<file path="config.mk">
export PLATFORM = sky130hd
export DESIGN_NAME = exc_resolve
export DESIGN_NICKNAME = d
export VERILOG_FILES = /design/src/rtl/exc_pkg.sv /design/src/rtl/exc_first_pick.sv /design/src/rtl/exc_payload.sv /design/src/rtl/exc_resolve.sv
export SDC_FILE = /design/constraint.sdc
export NUM_CORES = 1
export LEC_CHECK = 0
export ABC_AREA = 1
export BUFFER_PORTS_ARGS = -buffer_cell sky130_fd_sc_hd__clkbuf_2
export CAP_MARGIN = 20
export CORE_AREA = 3 3 121 123
export DETAILED_ROUTE_END_ITERATION = 8
export DIE_AREA = 0 0 124 126
export PLACE_DENSITY_LB_ADDON = 0.3
export RECOVER_POWER = 25
export SETUP_SLACK_MARGIN = 0.05
export SLEW_MARGIN = 20
export SYNTH_ARGS = -nofsm -noshare
export SYNTH_HDL_FRONTEND = slang
export SYNTH_SLANG_ARGS = --single-unit
</file>
<file path="constraint.sdc">
create_clock -name clk -period 1.1 [get_ports clk]
set_input_delay 0.22 -clock clk [delete_from_list [all_inputs] [get_ports clk]]
set_output_delay 0.22 -clock clk [all_outputs]
set_load 0.03 [all_outputs]
</file>
<file path="src/rtl/exc_pkg.sv">
package exc_pkg;

    localparam int unsigned NSRC   = 14;
    localparam int unsigned CODE_W = 5;

    // request bit positions, in default priority order
    localparam int unsigned S_FBKPT = 0;
    localparam int unsigned S_FXPF  = 1;
    localparam int unsigned S_FXAF  = 2;
    localparam int unsigned S_FPAF  = 3;
    localparam int unsigned S_ILL   = 4;
    localparam int unsigned S_FMIS  = 5;
    localparam int unsigned S_ECALL = 6;
    localparam int unsigned S_EBRK  = 7;
    localparam int unsigned S_SWCHK = 8;
    localparam int unsigned S_MBKPT = 9;
    localparam int unsigned S_MXPF  = 10;
    localparam int unsigned S_MXAF  = 11;
    localparam int unsigned S_MPAF  = 12;
    localparam int unsigned S_MMIS  = 13;

    typedef enum logic [2:0] {
        PL_ZERO, PL_FADDR, PL_MADDR, PL_INSN, PL_CHK
    } payload_e;

    // rank position -> source bit; early variant lifts data misaligned
    function automatic int unsigned rank_src(int unsigned k, bit early);
        if (!early || k < S_MXPF) return k;
        if (k == S_MXPF)          return S_MMIS;
        return k - 1;
    endfunction

    function automatic logic [CODE_W-1:0] src_code(int unsigned s, logic st,
                                                  logic [1:0] priv);
        case (s)
            S_FBKPT: return 5'd3;
            S_FXPF:  return 5'd12;
            S_FXAF:  return 5'd1;
            S_FPAF:  return 5'd1;
            S_ILL:   return 5'd2;
            S_FMIS:  return 5'd0;
            S_ECALL: return (priv == 2'd0) ? 5'd8 : (priv == 2'd1) ? 5'd9 : 5'd11;
            S_EBRK:  return 5'd3;
            S_SWCHK: return 5'd18;
            S_MBKPT: return 5'd3;
            S_MXPF:  return st ? 5'd15 : 5'd13;
            S_MXAF:  return st ? 5'd7 : 5'd5;
            S_MPAF:  return st ? 5'd7 : 5'd5;
            default: return st ? 5'd6 : 5'd4;
        endcase
    endfunction

    function automatic payload_e src_payload(int unsigned s);
        case (s)
            S_FBKPT, S_FXPF, S_FXAF, S_FPAF, S_FMIS, S_EBRK: return PL_FADDR;
            S_ILL:   return PL_INSN;
            S_SWCHK: return PL_CHK;
            S_ECALL: return PL_ZERO;
            default: return PL_MADDR;
        endcase
    endfunction

endpackage

</file>
<file path="src/rtl/exc_first_pick.sv">
module exc_first_pick #(
    parameter int unsigned N = 14
) (
    input  logic [N-1:0] vec,
    output logic [N-1:0] onehot,
    output logic         any
);
    always_comb begin
        logic found;
        found  = 1'b0;
        onehot = '0;
        for (int i = 0; i < int'(N); i++) begin
            if (vec[i] && !found) begin
                onehot[i] = 1'b1;
                found     = 1'b1;
            end
        end
        any = found;
    end
endmodule

</file>
<file path="src/rtl/exc_payload.sv">
module exc_payload
    import exc_pkg::*;
#(
    parameter int unsigned XLEN  = 64,
    parameter int unsigned ILEN  = 32,
    parameter int unsigned SWC_W = 4
) (
    input  logic [NSRC-1:0]   grant,
    input  logic              is_store,
    input  logic [1:0]        priv,
    input  logic [XLEN-1:0]   fva,
    input  logic [XLEN-1:0]   mva,
    input  logic [ILEN-1:0]   insn,
    input  logic [SWC_W-1:0]  chk,
    output logic [CODE_W-1:0] code,
    output logic [XLEN-1:0]   tval
);
    always_comb begin
        code = '0;
        tval = '0;
        for (int i = 0; i < int'(NSRC); i++) begin
            if (grant[i]) begin
                code = code | src_code(i, is_store, priv);
                case (src_payload(i))
                    PL_FADDR: tval = tval | fva;
                    PL_MADDR: tval = tval | mva;
                    PL_INSN:  tval = tval | XLEN'(insn);
                    PL_CHK:   tval = tval | XLEN'(chk);
                    default:  tval = tval;
                endcase
            end
        end
    end
endmodule

</file>
<file path="src/rtl/exc_resolve.sv">
module exc_resolve
    import exc_pkg::*;
#(
    parameter int unsigned XLEN        = 64,
    parameter int unsigned ILEN        = 32,
    parameter int unsigned SWC_W       = 4,
    parameter bit          MISAL_EARLY = 1'b0,
    parameter bit          OUT_REG     = 1'b1
) (
    input  logic             clk,
    input  logic             rst_n,
    input  logic [NSRC-1:0]  exc_req,
    input  logic             mem_is_store,
    input  logic [1:0]       cur_priv,
    input  logic [XLEN-1:0]  fetch_vaddr,
    input  logic [XLEN-1:0]  mem_vaddr,
    input  logic [ILEN-1:0]  insn_bits,
    input  logic [SWC_W-1:0] chk_code,
    output logic             trap_valid,
    output logic [XLEN-1:0]  trap_cause,
    output logic [XLEN-1:0]  trap_tval
);
    typedef struct packed {
        logic            valid;
        logic [XLEN-1:0] cause;
        logic [XLEN-1:0] tval;
    } res_t;

    logic [NSRC-1:0]   ordered, ord_grant, grant;
    logic              any_req;
    logic [CODE_W-1:0] code;
    logic [XLEN-1:0]   payload;
    res_t              res_d, res_q;

    // rank permutation fixed at elaboration
    for (genvar k = 0; k < NSRC; k++) begin : g_rank
        localparam int unsigned SRC = rank_src(k, MISAL_EARLY);
        assign ordered[k] = exc_req[SRC];
        assign grant[SRC] = ord_grant[k];
    end

    exc_first_pick #(.N(NSRC)) u_pick (
        .vec    (ordered),
        .onehot (ord_grant),
        .any    (any_req)
    );

    exc_payload #(.XLEN(XLEN), .ILEN(ILEN), .SWC_W(SWC_W)) u_pay (
        .grant    (grant),
        .is_store (mem_is_store),
        .priv     (cur_priv),
        .fva      (fetch_vaddr),
        .mva      (mem_vaddr),
        .insn     (insn_bits),
        .chk      (chk_code),
        .code     (code),
        .tval     (payload)
    );

    always_comb begin
        res_d       = '0;
        res_d.valid = any_req;
        // interrupt flag in the MSB stays clear for exceptions
        res_d.cause = {1'b0, (XLEN-1)'(code)};
        res_d.tval  = payload;
    end

    if (OUT_REG) begin : g_reg
        always_ff @(posedge clk or negedge rst_n) begin
            if (!rst_n) res_q <= '0;
            else        res_q <= res_d;
        end
    end else begin : g_comb
        assign res_q = res_d;
    end

    assign trap_valid = res_q.valid;
    assign trap_cause = res_q.cause;
    assign trap_tval  = res_q.tval;
endmodule

</file>
-- Word level (Yosys, flattened, before mapping)
Index checks and enable logic that the tools add are counted.
- bits in registers: 70
- bits in latches: 0
- memory bits (writable): 0
- ROM bits: 0
- bits of input ports: 183
- output and inout port bits: 129
- logic and storage cells: 253
- memories: 0
- add/subtract/negate cells: 0
- multipliers: 0
- div/mod/pow operators: 0
- order comparisons: 0
- equality and inequality tests: 57
- shift operators: 0
- mux-type cells: 101
- bitwise operators: 65
- reduce and logical (&&, ||, !) cells: 27
- operator list (kind ; number):
    case mux 64 bit (4 select lines) ; 14
    bitwise OR 64 bit ; 26
    2-to-1 mux 64 bit ; 14
    bitwise OR 64 x 32 -> 64 bit ; 13
    bitwise OR 64 x 4 -> 64 bit ; 13
    2-to-1 mux 5 bit ; 27
    equality test 3 x 2 -> 1 bit (second input constant) ; 28
    bitwise OR 5 bit ; 13
    equality test 3 x 1 -> 1 bit (second input constant) ; 14
    equality test 3 bit (second input constant) ; 14
    2-to-1 mux 3 bit ; 14
    2-to-1 mux 1 bit ; 27
    logical AND 1 bit ; 13
    zero test 1 bit ; 13
    2-to-1 mux 2 bit ; 5
    equality test 2 x 1 -> 1 bit (second input constant) ; 1
    zero test 2 bit ; 1

-- Logic depth before layout (Yosys ltp)
- depth in word-level cells: 44
- gate-level depth with buffers: 9
- depth with buffers taken out: 9

-- Hierarchy
From an unflattened synthesis, not the netlist that was laid out.
- cells, all modules: 449
- area, all modules: 3801.1 um2
- by module, submodules not included (module ; instances ; cells an instance ; area an instance (um2) ; seq. area each (um2)):
    exc_resolve ; 1 ; 130 ; 2198.4 ; 1751.7
    exc_payload ; 1 ; 279 ; 1388.8 ; 0.0
    exc_first_pick ; 1 ; 40 ; 214.0 ; 0.0

-- Worst setup path before layout
Ideal clock, no wire load.
- kind: input to register
- start: input port exc_req[10]
- end: register res_q (netlist bit trap_tval[15])
- setup time: 0.126 ns
- arrival time: 1.171 ns
- required time: 0.974 ns
- setup slack: -0.197 ns
- stages: 7
- path buffers: 2
- path through: nor2_1 nand2_1 or2_0 buf_2 o21ai_4 buf_6 o21ai_1
- word-level cells in the longest chain between the ends: 12
- elaborated cells between the ends (all ways): 33
- those cells by class: mux: 14; bitwise: 12; reduce/logical: 7
- ends and longest elaborated chain (item ; RTL line ; source):
    start, declared ; exc_resolve.sv:12 ; input logic [NSRC-1:0] exc_req,
    logical AND 1 bit * ; exc_first_pick.sv:13 ; if (vec[i] && !found) begin
    2-to-1 mux 1 bit ; exc_first_pick.sv:13 ;
    2-to-1 mux 64 bit or zero test 1 bit (tied branches) ; exc_payload.sv:22, exc_first_pick.sv:13 ;
    bitwise OR 64 x 4 -> 64 bit (tied with other cells) ; exc_payload.sv:28 ; PL_CHK: tval = tval | XLEN'(chk);
    case mux 64 bit (4 select lines) or 2-to-1 mux 1 bit (tied branches) ; exc_payload.sv:24, exc_first_pick.sv:13 ;
    2-to-1 mux 64 bit or zero test 1 bit (tied branches) ; exc_payload.sv:22, exc_first_pick.sv:13 ;
    bitwise OR 64 x 4 -> 64 bit (tied with other cells) ; exc_payload.sv:28 ;
    case mux 64 bit (4 select lines) or 2-to-1 mux 1 bit (tied branches) ; exc_payload.sv:24, exc_first_pick.sv:13 ;
    2-to-1 mux 64 bit or zero test 1 bit (tied branches) ; exc_payload.sv:22, exc_first_pick.sv:13 ;
    bitwise OR 64 x 4 -> 64 bit (tied with other cells) ; exc_payload.sv:28 ;
    case mux 64 bit (4 select lines) or 2-to-1 mux 1 bit (tied branches) ; exc_payload.sv:24, exc_first_pick.sv:13 ;
    2-to-1 mux 64 bit * ; exc_payload.sv:22 ; if (grant[i]) begin
    via payload[15] ; exc_resolve.sv:32 ; logic [XLEN-1:0] payload;
    end signal, assigned ; exc_resolve.sv:71 ; else res_q <= res_d;
    end, declared ; exc_resolve.sv:33 ; res_t res_d, res_q;
The timed path passes the listed nets; every way through them passes the cells marked *.

-- Worst setup path after layout
- start: input port exc_req[3]
- end: register res_q (netlist bit trap_tval[50])
- word-level cells in the longest chain between the ends: 33
- elaborated cells between the ends (all ways): 103
- those cells by class: mux: 42; bitwise: 40; reduce/logical: 21
- ends and longest elaborated chain (item ; RTL line):
    logical AND 1 bit * ; exc_first_pick.sv:13
    2-to-1 mux 1 bit ; exc_first_pick.sv:13
    2-to-1 mux 64 bit or zero test 1 bit (tied branches) ; exc_payload.sv:22, exc_first_pick.sv:13
    bitwise OR 64 x 4 -> 64 bit (tied with other cells) ; exc_payload.sv:28
    case mux 64 bit (4 select lines) or 2-to-1 mux 1 bit (tied branches) ; exc_payload.sv:24, exc_first_pick.sv:13
    2-to-1 mux 64 bit or zero test 1 bit (tied branches) ; exc_payload.sv:22, exc_first_pick.sv:13
    bitwise OR 64 x 4 -> 64 bit (tied with other cells) ; exc_payload.sv:28
    case mux 64 bit (4 select lines) or 2-to-1 mux 1 bit (tied branches) ; exc_payload.sv:24, exc_first_pick.sv:13
    [18 not listed] ; -
    2-to-1 mux 64 bit or zero test 1 bit (tied branches) ; exc_payload.sv:22, exc_first_pick.sv:13
    bitwise OR 64 x 4 -> 64 bit (tied with other cells) ; exc_payload.sv:28
    case mux 64 bit (4 select lines) or 2-to-1 mux 1 bit (tied branches) ; exc_payload.sv:24, exc_first_pick.sv:13
    2-to-1 mux 64 bit or zero test 1 bit (tied branches) ; exc_payload.sv:22, exc_first_pick.sv:13
    bitwise OR 64 x 4 -> 64 bit (tied with other cells) ; exc_payload.sv:28
    case mux 64 bit (4 select lines) or 2-to-1 mux 1 bit (tied branches) ; exc_payload.sv:24, exc_first_pick.sv:13
    2-to-1 mux 64 bit * ; exc_payload.sv:22
    via payload[50] ; exc_resolve.sv:32
Marks and branches as above.

==> impl_metrics.ini <==
[status]
status = finished, violations left
violations = negative setup slack

[yosys]
ys_ff_latch = 70
yosys.cell_types.count = 25
synth_top_area_share_pct = 45.10
syn_area_um2 = 3884
yosysWarnings = 0
netlist_instances = 435
ys_top_cells_by_area = dfrtp_1 (45%), o21ai_2 (12%), buf_4 (11%)
yosys.area.top_type = dfrtp_1
yosysSeqAreaShare_pct = 45.10
avgSynthCellArea_um2 = 8.928

[floorplanning]
io_pins = 312
dieArea_um2 = 15620
fp-row-count = 43
coreArea_um2 = 13770
dieWidth_um = 124
start_util_pct = 28.20
die_h_um = 126

[route]
drc_errors = 0
postRouteAntennaNets = 0
wirelength_um = 13270
drt-pass1-iter-count = 4
routed_via_density = 4.051
drt_iter0_drc = 127
vias = 3662
wl_per_cell_um = 14.68

[sta]
fin_ws_ps = -59.48
fmax_ghz = 0.8625
setup_viol = 59
hold_viol = 0
slew_viol_final = 0
fin_setup_tns_ps = -1722
slew_headroom_pct = 56.04
min_period_over_period_pct = 105.4
worstMarginPinSlew_ps = 659.5
layout_min_cycle_time_ps = 1159
rsz0062_at_grt = yes

[layout]
area_growth_pct = 72.84
stdcell_count = 904
drive_gt1_share_pct = 54.28
diodes = 0
fin_nets = 902

[grt]
grt_usage_pct = 15.70
grt.overflow.total = 0
grt_pass1_vias = 3622
antenna_found_initial = 0
grt_max_degree = 71
grt_pass1_wl_um = 18500

[worst_setup_path]
endpoint_kind = flip-flop
cp-start-kind = primary input
crit_type = primary input to flip-flop
crit_path_max_fanout = 7
worstPathRequired_ps = 1360
worstPathArrival_ps = 1420

[cts]
root_buffer = clkbuf_16
htree_levels = 3
cts_tree = done
cts_buffer_depth = 2
clk_pin_slew_worst_paths_ps = 50
cts_buffers = 9
clock_sinks = 70

[placed_design]
io_buffers = 252
dp_hpwl_um = 9775
dpl.cell_count = 877
gp_congestion = 0.7854

[job]
cap_violations = 0

[power]
power.density_nw_per_um2 = 1195
leakagePower_uw = 0.003677
peakVddDrop_mv = 0.6442

[hold_path]
hold_depth = 3
hold_path.class = primary input to flip-flop
worstHoldStart = fetch_vaddr[41]
holdPathEnd = trap_tval[41]
[cell families (layout without fill, tap and decap cells)]
logic type	after synthesis	in the layout	synth area share, %
compound gates	96	96	19.94
buf+inv	151	382	21.71
flops	70	70	45.10
other cells	1	59	0.09656
simple gates	117	117	13.14
[where the power goes]
group	switching [µW]	total [µW]	internal (µW)	leakage, µW
sequential	109	2840	2730	0.000823
clock	1130	3240	2110	0.000162
combinational	1090	1940	850	0.00269
total	2330	8020	5690	0.00368
[cells in the mapped netlist (all sizes together)]
cell / instances
nand2: 82
clkbuf: 3
inv: 75
nand3: 6
nand4: 8
nor3: 2
or2: 1
dfrtp: 70
a21oi: 1
o211ai: 4
nor2: 16
buf: 73
a21boi: 28
nand3b: 2
conb: 1
o21ai: 63
[worst max-delay path, cell delays in order]
cell and delay, ps:
buf_6 100, nor2_4 130, nand2_4 70, nor2_4 140
nand4_1 180, nand2_4 190, buf_12 160, buf_12 130
nand2_1 60, o21ai_2 50
[cells in the final DEF, fill, tap and decap left out, types with 4 or more instances in the layout]
cell type / count
nand3_1: 5
clkbuf_16: 12
inv_1: 74
clkbuf_2: 178
nand4_1: 7
nor2_4: 6
buf_4: 20
nand2_4: 4
buf_6: 8
buf_12: 7
nand2_1: 69
conb_1: 59
nand2_2: 9
a21boi_1: 24
buf_8: 73
dfrtp_1: 70
o211ai_1: 4
o21ai_2: 58
nor2_1: 9
[flip-flops by register name (all words and copies together) (netlist names)]
signal / flops
trap_valid: 1
trap_tval: 64
trap_cause: 5
[worst max path at each step]
stage	slack [ps]	start	cells past startpoint	end
2_1_floorplan	-190	exc_req[10]	7	trap_tval[30]
3_3_place_gp	-410	exc_req[1]	8	trap_tval[9]
3_5_place_dp	-420	exc_req[1]	11	trap_tval[3]
4_1_cts	-50	trap_tval[61]	1	trap_tval[61]
5_1_grt	-130	exc_req[0]	10	trap_tval[55]
6_report	-60	exc_req[3]	10	trap_tval[50]
[routing by layer]
layer / share of wire, % / track usage [%]
met5: 0 / 0
met4: 1.6 / 5.284
met3: 9.4 / 4.715
met2: 54 / 29.46
met1: 35 / 16.30
[through the flow]
stage	setup WS (ps)	total power, µW	utilization [%]	cell area (µm²)	hold WS [ps]
floorplan	-194.3	3871	-	4141	-75.59
global placement	-412.3	4388	38.90	5358	266.9
detailed placement	-418.8	4395	38.90	5358	269.4
CTS	-53.21	7962	46.48	6402	71.99
global route	-133.4	8367	48.74	6713	83.73
finish	-59.48	8019	48.74	6713	87.18
[area by class of cell]
class                           count  area [µm²]
Tap cell                          180       225.2
Clock inverter                      5       81.33
Inverter                           75       286.5
Multi-Input combinational cell    272        1635
Clock buffer                       11       252.7
Timing Repair Buffer              291        2480
Fill cell                        1274        7061
Sequential cell                    70        1752
[what timing repair did]
item / in CTS / in global routing
setup endpoints to repair: 135 / 139
hold endpoints to repair: 70 / 0
resized for setup: 159 / 127
cloned: 1 / 5
pin swaps: 3 / 10
hold buffers: 1 / 0
buffers inserted: 3 / 3
Power figures use the tool's default switching activity.
